==> src/rtl/otp_logmap_pkg.sv <==
package otp_logmap_pkg;

    localparam logic [7:0] BLANK_BYTE = 8'hFF;
    localparam int         LMAP_W     = 11;   // block*8 + 6 fits in 11 bits

    typedef enum logic [3:0] {
        ST_IDLE,
        ST_FILL,
        ST_HCHK,
        ST_RH2,
        ST_HDEC,
        ST_SLOT,
        ST_RD0,
        ST_WR1,
        ST_FIN
    } walk_state_e;

    typedef struct packed {
        logic       blank;
        logic [7:0] blk;
        logic [3:0] absent;
    } rec_hdr_t;

    function automatic rec_hdr_t split_header(input logic [7:0] b0, input logic [7:0] b1);
        rec_hdr_t h;
        h.blank  = (b0 == BLANK_BYTE) || (b1 == BLANK_BYTE);
        h.blk    = {b0[3:0], b1[7:4]};
        h.absent = b1[3:0];
        return h;
    endfunction

    function automatic logic [LMAP_W-1:0] slot_addr(input logic [7:0] blk, input logic [1:0] slot);
        return {blk, 3'b000} + LMAP_W'({slot, 1'b0});
    endfunction

endpackage

==> src/rtl/otp_hdr_split.sv <==
module otp_hdr_split
    import otp_logmap_pkg::*;
(
    input  logic [7:0] first_byte,
    input  logic [7:0] second_byte,
    output rec_hdr_t   hdr
);
    always_comb hdr = split_header(first_byte, second_byte);
endmodule

==> src/rtl/otp_slot_check.sv <==
module otp_slot_check
    import otp_logmap_pkg::*;
#(
    parameter int PHYS_SIZE = 512,
    parameter int LOG_SIZE  = 1024,
    parameter int RSVD_SIZE = 16,
    localparam int IDX_W    = $clog2(PHYS_SIZE) + 1
) (
    input  logic [IDX_W-1:0]  idx,
    input  logic [7:0]        blk,
    input  logic [1:0]        slot,
    output logic [LMAP_W-1:0] laddr,
    output logic              fits_phys,
    output logic              fits_log
);
    localparam logic [IDX_W:0]  USE_END_X = (IDX_W+1)'(PHYS_SIZE - RSVD_SIZE);
    localparam logic [LMAP_W:0] LOG_LIM_X = (LMAP_W+1)'(LOG_SIZE);

    always_comb begin
        laddr     = slot_addr(blk, slot);
        fits_phys = ({1'b0, idx} + (IDX_W+1)'(2)) <= USE_END_X;
        fits_log  = ({1'b0, laddr} + (LMAP_W+1)'(2)) <= LOG_LIM_X;
    end
endmodule

==> src/rtl/otp_logmap_decoder.sv <==
module otp_logmap_decoder
    import otp_logmap_pkg::*;
#(
    parameter int PHYS_SIZE = 512,
    parameter int LOG_SIZE  = 1024,
    parameter int RSVD_SIZE = 16,
    localparam int PA_W     = $clog2(PHYS_SIZE),
    localparam int LA_W     = $clog2(LOG_SIZE)
) (
    input  logic            clk,
    input  logic            rst,
    input  logic            start,
    output logic            phy_rd_en,
    output logic [PA_W-1:0] phy_rd_addr,
    input  logic [7:0]      phy_rd_data,
    output logic            log_wr_en,
    output logic [LA_W-1:0] log_wr_addr,
    output logic [7:0]      log_wr_data,
    output logic            done,
    output logic            err
);
    localparam int              IDX_W     = PA_W + 1;
    localparam logic [IDX_W-1:0] START_IDX = IDX_W'(RSVD_SIZE);
    localparam logic [IDX_W-1:0] USE_END   = IDX_W'(PHYS_SIZE - RSVD_SIZE);
    localparam logic [LA_W-1:0]  FILL_LAST = LA_W'(LOG_SIZE - 1);

    walk_state_e        st;
    logic [LA_W-1:0]    fill_ctr;
    logic [IDX_W-1:0]   idx;
    logic [IDX_W-1:0]   idx_p1;
    logic [7:0]         h1_q;
    logic [7:0]         blk_q;
    logic [3:0]         absent_q;
    logic [2:0]         slot;

    rec_hdr_t           hdr;
    logic [LMAP_W-1:0]  laddr;
    logic               fits_phys;
    logic               fits_log;
    logic               slot_absent;
    logic               go_copy;

    otp_hdr_split u_hdr (
        .first_byte  (h1_q),
        .second_byte (phy_rd_data),
        .hdr         (hdr)
    );

    otp_slot_check #(
        .PHYS_SIZE (PHYS_SIZE),
        .LOG_SIZE  (LOG_SIZE),
        .RSVD_SIZE (RSVD_SIZE)
    ) u_chk (
        .idx       (idx),
        .blk       (blk_q),
        .slot      (slot[1:0]),
        .laddr     (laddr),
        .fits_phys (fits_phys),
        .fits_log  (fits_log)
    );

    assign idx_p1      = idx + IDX_W'(1);
    assign slot_absent = absent_q[slot[1:0]];
    assign go_copy     = (st == ST_SLOT) && !slot[2] && !slot_absent && fits_phys && fits_log;

    always_ff @(posedge clk) begin
        if (rst) begin
            st       <= ST_IDLE;
            fill_ctr <= '0;
            idx      <= '0;
            h1_q     <= '0;
            blk_q    <= '0;
            absent_q <= '0;
            slot     <= '0;
            err      <= 1'b0;
        end else begin
            case (st)
                ST_IDLE: if (start) begin
                    err      <= 1'b0;
                    fill_ctr <= '0;
                    st       <= ST_FILL;
                end
                ST_FILL: begin
                    if (fill_ctr == FILL_LAST) begin
                        idx <= START_IDX;
                        st  <= ST_HCHK;
                    end else begin
                        fill_ctr <= fill_ctr + LA_W'(1);
                    end
                end
                ST_HCHK: st <= (idx >= USE_END) ? ST_FIN : ST_RH2;
                ST_RH2: begin
                    h1_q <= phy_rd_data;
                    st   <= ST_HDEC;
                end
                ST_HDEC: begin
                    if (hdr.blank) begin
                        st <= ST_FIN;
                    end else begin
                        blk_q    <= hdr.blk;
                        absent_q <= hdr.absent;
                        idx      <= idx + IDX_W'(2);
                        slot     <= '0;
                        st       <= ST_SLOT;
                    end
                end
                ST_SLOT: begin
                    if (slot[2]) begin
                        st <= ST_HCHK;
                    end else if (slot_absent) begin
                        slot <= slot + 3'd1;
                    end else if (!(fits_phys && fits_log)) begin
                        err <= 1'b1;
                        st  <= ST_FIN;
                    end else begin
                        st <= ST_RD0;
                    end
                end
                ST_RD0: st <= ST_WR1;
                ST_WR1: begin
                    idx  <= idx + IDX_W'(2);
                    slot <= slot + 3'd1;
                    st   <= ST_SLOT;
                end
                ST_FIN:  st <= ST_IDLE;
                default: st <= ST_IDLE;
            endcase
        end
    end

    always_comb begin
        phy_rd_en   = ((st == ST_HCHK) && (idx < USE_END)) || (st == ST_RH2) || go_copy || (st == ST_RD0);
        phy_rd_addr = ((st == ST_RH2) || (st == ST_RD0)) ? PA_W'(idx_p1) : PA_W'(idx);
        log_wr_en   = (st == ST_FILL) || (st == ST_RD0) || (st == ST_WR1);
        case (st)
            ST_FILL: log_wr_addr = fill_ctr;
            ST_WR1:  log_wr_addr = LA_W'(laddr | LMAP_W'(1));
            default: log_wr_addr = LA_W'(laddr);
        endcase
        log_wr_data = (st == ST_FILL) ? BLANK_BYTE : phy_rd_data;
        done        = (st == ST_FIN);
    end

endmodule

==> config.mk <==
export PLATFORM = sky130hd
export DESIGN_NAME = otp_logmap_decoder
export DESIGN_NICKNAME = d
export VERILOG_FILES = /design/src/rtl/otp_logmap_pkg.sv /design/src/rtl/otp_hdr_split.sv /design/src/rtl/otp_slot_check.sv /design/src/rtl/otp_logmap_decoder.sv
export SDC_FILE = /design/constraint.sdc
export NUM_CORES = 1
export LEC_CHECK = 0
export BUFFER_PORTS_ARGS = -buffer_cell sky130_fd_sc_hd__clkbuf_2
export CORE_UTILIZATION = 57
export CTS_BUF_LIST = sky130_fd_sc_hd__clkbuf_4 sky130_fd_sc_hd__clkbuf_8 sky130_fd_sc_hd__clkbuf_16
export DETAILED_ROUTE_END_ITERATION = 6
export HOLD_SLACK_MARGIN = 0.03
export PLACE_DENSITY = 0.8
export REMOVE_ABC_BUFFERS = 1
export SYNTH_ARGS = -nofsm -noshare
export SYNTH_HDL_FRONTEND = slang
export SYNTH_SLANG_ARGS = --single-unit
==> constraint.sdc <==
create_clock -name clk -period 3 [get_ports clk]
set_clock_uncertainty 0.2 [all_clocks]
set_input_delay 0.3 -clock clk [delete_from_list [all_inputs] [get_ports clk]]
set_output_delay 0.3 -clock clk [all_outputs]
set_load 0.01 [all_outputs]
==> reports/qor.tcl <==
set qor(avgViaCountPerCell) 6.236
set qor(routed-via-count) 2719
set qor(number_of_global_route_vias_before_repair) 2442
set qor(worst-r2r-setup-slack_ps) 460
set qor(nets) 399
set qor(h_tree_level_count) 2
set qor(final.fill_count) 380
set qor(power_switching_mw) 0.7998
set qor(synthToLayoutAreaGrowth_pct) 13.24
set qor(cp_max_fo) 7
set qor(vdd_drop_max_mv) 0.4076
set qor(antenna_found_initial) 0
set qor(start_util_pct) 60.81
set qor(period_share_pct) 96.40
set qor(worstPathArrival_ps) 2390
set qor(p_int_mw) 1.247
set qor(failed_checks) {design-rule violations}
set qor(clk_root_buffer_cell) {sky130_fd_sc_hd__clkbuf_8}
set qor(cts_inserted_buffers) 5
set qor(outcome) {finished, violations left}
set qor(synth.avg_cell_area_um2) 7.700
set qor(finalMaxSlewViolations) 0
set qor(clk_latency_ps) 300
set qor(drive_gt1_share_pct) 19.79
set qor(floorplan.die.width_um) 70.86
set qor(r2r_cells) 7
set qor(hold-path-endpoint) {h1_q[4]}
set qor(cts_tree) {done}
set qor(worst_hold_path.num_cells) 3
set qor(die_height_um) 70.86
set qor(numPortBuffers) 41
set qor(globalRouteOverflowTotal) 0
set qor(dp.cells) 428
set qor(yosysTopAreaCellShare_pct) 34.81
set qor(synth.area.top_cells) {sky130_fd_sc_hd__dfxtp_1 35%, sky130_fd_sc_hd__mux2i_1 8.9%, sky130_fd_sc_hd__nand2_1 7.4%}
set qor(clock_sinks) 47
set qor(synthesis.instances) 351
set qor(finalWeightedCongestion) 0.8724
set qor(min_from) {phy_rd_data[4]}
set qor(most_frequently_used_cell_type_in_the_post_synthesis_netlist) {sky130_fd_sc_hd__nand2_1}
set qor(core_um2) 4444
set qor(startpoint) {slot[1]}
set qor(endpoint_kind) {output pin}
set qor(drt_iter0_drc) 378
set qor(route.detailed.wl_per_inst_um) 15.54
set qor(clock_power_share_pct) 22.7
set qor(ports) 42
set qor(synth_top_cell_by_area) {sky130_fd_sc_hd__dfxtp_1}
set qor(cts_hold_repair.buffers) 0
set qor(grt_use_total_pct) 27.93
set qor(final_period_minus_worst_setup_slack_ps) 2892
set qor(mappedNetlistArea_um2) 2703
set qor(finalCoreUtilization_pct) 68.86
set qor(finalHoldViolCount) 0
set qor(first_pass_iteration_count_of_the_detailed_router) 7
set qor(number_of_buffers_on_the_longest_clock_path) 2
set qor(fmax_mhz) 345.8
set qor(ant_nets) 0
set qor(switching_share_pct) 39.07
set qor(worst_setup_hold_path_clk_slew_ps) 90
set qor(worst_ep_required_time_ps) 2500
set qor(synth_sequential_area_ratio_pct) 34.81
set qor(hold_path_class) {primary input to flop}
set qor(kind_of_start_point_of_the_critical_path) {flop}
set qor(seq_power_share_pct) 37.7
set qor(synth-warning-count) 0
set qor(number_of_synthesized_flops_with_an_enable_pin) 0
set qor(final_cell_count_no_fill) 436
set qor(final_setup_violations) 0
set qor(antenna_cells_inserted) 0
set qor(p_per_area_nw_per_um2) 668.9
set qor(power_leakage_nw) 1.233
set qor(worst_slew_pin_slew_ps) 769.3
set qor(buffers_inserted_during_post_cts_setup_optimization) 0
set qor(regToRegEndpoint) {idx[5]}
set qor(max_cap_violations) 0
set qor(design.die.area_um2) 5020
set qor(std_cell_rows) 24
set qor(route.final.wire_length_mm) 6.774
set qor(predominant_post_synthesis_flop_cell) {sky130_fd_sc_hd__dfxtp_1}
set qor(maxSlewHeadroom_pct) 48.37
set qor(pin_count_of_the_biggest_net_entering_global_routing) 24
set qor(hpwl_after_dpl_mm) 4.819
set qor(ys_seq_elements) 47
set qor(synth_top_cells_by_count) {53 x sky130_fd_sc_hd__nand2_1, 47 x sky130_fd_sc_hd__dfxtp_1, 46 x sky130_fd_sc_hd__nor2_1, 25 x sky130_fd_sc_hd__a21oi_1, 24 x sky130_fd_sc_hd__mux2i_1}
set qor(grt_first_pass_wirelength_mm) 11.14
set qor(postSynth.asyncResetShare_pct) 0
set qor(setup.worst_path.class) {flop to output pin}
set qor(drc_errors) 2
set qor(comb_power_share_pct) 39.6
set qor(synth.lib_cells_used.distinct) 51
set qor(r2r_start) {st[1]}
## power groups by stage
stage	combinational (mW)	sequential, mW	clock (mW)
after floorplan	0.527	0.787	0
after global placement	0.775	0.780	0
after detailed placement	0.795	0.784	0
after CTS	0.799	0.770	0.478
after global routing	0.888	0.784	0.507
final	0.811	0.771	0.465
## area by class of cell
class | count | area (µm²) | share of cell area, %
clock inverter | 3 | 43.79 | 1.431
inverter | 10 | 37.54 | 1.226
timing repair buffer | 49 | 265.3 | 8.667
multi-input combinational | 270 | 1634 | 53.39
tap | 52 | 65.06 | 2.126
clock buffer | 5 | 68.82 | 2.249
sequential | 47 | 945.9 | 30.91
## critical path, stage by stage, from the launching register on
cell and delay (ps):
sky130_fd_sc_hd__dfxtp_2 400, sky130_fd_sc_hd__ha_1 190, sky130_fd_sc_hd__or4b_4 460, sky130_fd_sc_hd__o31ai_1 230
sky130_fd_sc_hd__a2111oi_0 160, sky130_fd_sc_hd__a211o_1 310, sky130_fd_sc_hd__o21ai_0 180, sky130_fd_sc_hd__clkbuf_2 150
## per-layer routing
metal  up-vias  part of all wire, %  track usage [%]
li1       1314                    -                -
met2       140                   47            45.19
met1      1243                   44            36.76
met3        22                  6.9            4.558
met4         0                  2.7            12.67
met5         -                    0                0
## state kept, by name, indices dropped and copies added (netlist names)
name      count
idx           9
st            4
blk_q         8
absent_q      4
slot          3
h1_q          8
fill_ctr     10
err           1
## through the flow
step / setup TNS [ps] / hold slack [ps] / setup slack (ps) / area (µm²) / power (mW)
after floorplan: -925.1 / 169.1 / -180.9 / 2603 / 1.313
after global placement: 0 / 245.2 / 365.1 / 2939 / 1.555
after detailed placement: 0 / 252.4 / 302.7 / 2939 / 1.579
after CTS: 0 / 84.68 / 4.316 / 3053 / 2.047
after global routing: -1.769 / 103.8 / -1.769 / 3060 / 2.179
final: 0 / 89.32 / 108.0 / 3060 / 2.047
## layout by cell type (no fill, tap or decap), types with 5 or more instances in the layout
master,instances
sky130_fd_sc_hd__a21oi_1,25
sky130_fd_sc_hd__and3_1,5
sky130_fd_sc_hd__buf_4,8
sky130_fd_sc_hd__clkbuf_2,41
sky130_fd_sc_hd__clkbuf_8,5
sky130_fd_sc_hd__dfxtp_1,45
sky130_fd_sc_hd__ha_1,5
sky130_fd_sc_hd__inv_1,9
sky130_fd_sc_hd__mux2i_1,24
sky130_fd_sc_hd__nand2_1,53
sky130_fd_sc_hd__nand2b_1,5
sky130_fd_sc_hd__nand3_1,8
sky130_fd_sc_hd__nand4_1,11
sky130_fd_sc_hd__nor2_1,46
sky130_fd_sc_hd__nor4_1,7
sky130_fd_sc_hd__o21ai_0,10
sky130_fd_sc_hd__o31ai_1,6
sky130_fd_sc_hd__or2_2,12
sky130_fd_sc_hd__xor2_1,6
## cells by family after synthesis
logic type / synth area share (%)
XOR/XNOR: 2.593
AND/OR/NAND/NOR: 28.70
buffers and inverters: 5.092
flip-flops: 34.81
multiplexers: 9.722
adder cells (fa/ha/maj): 2.315
AO/OA/AOI/OAI: 16.76
## timing repair
item / in CTS / in global routing
endpoints found under the setup margin: 1 / 1
pin swaps: 0 / 1
gates resized for setup: 1 / 3
## how the worst max path moves through the flow
| stage | to | slack [ps] | depth (start not counted) |
|---|---|---|---|
| finish | phy_rd_en | 110 | 7 |
| global route | phy_rd_en | -2 | 7 |
| CTS | phy_rd_en | 4 | 7 |
| detailed placement | phy_rd_en | 300 | 7 |
| global placement | phy_rd_en | 370 | 7 |
| floorplan | fill_ctr[7] | -180 | 6 |
Power figures use the tool's default switching activity.
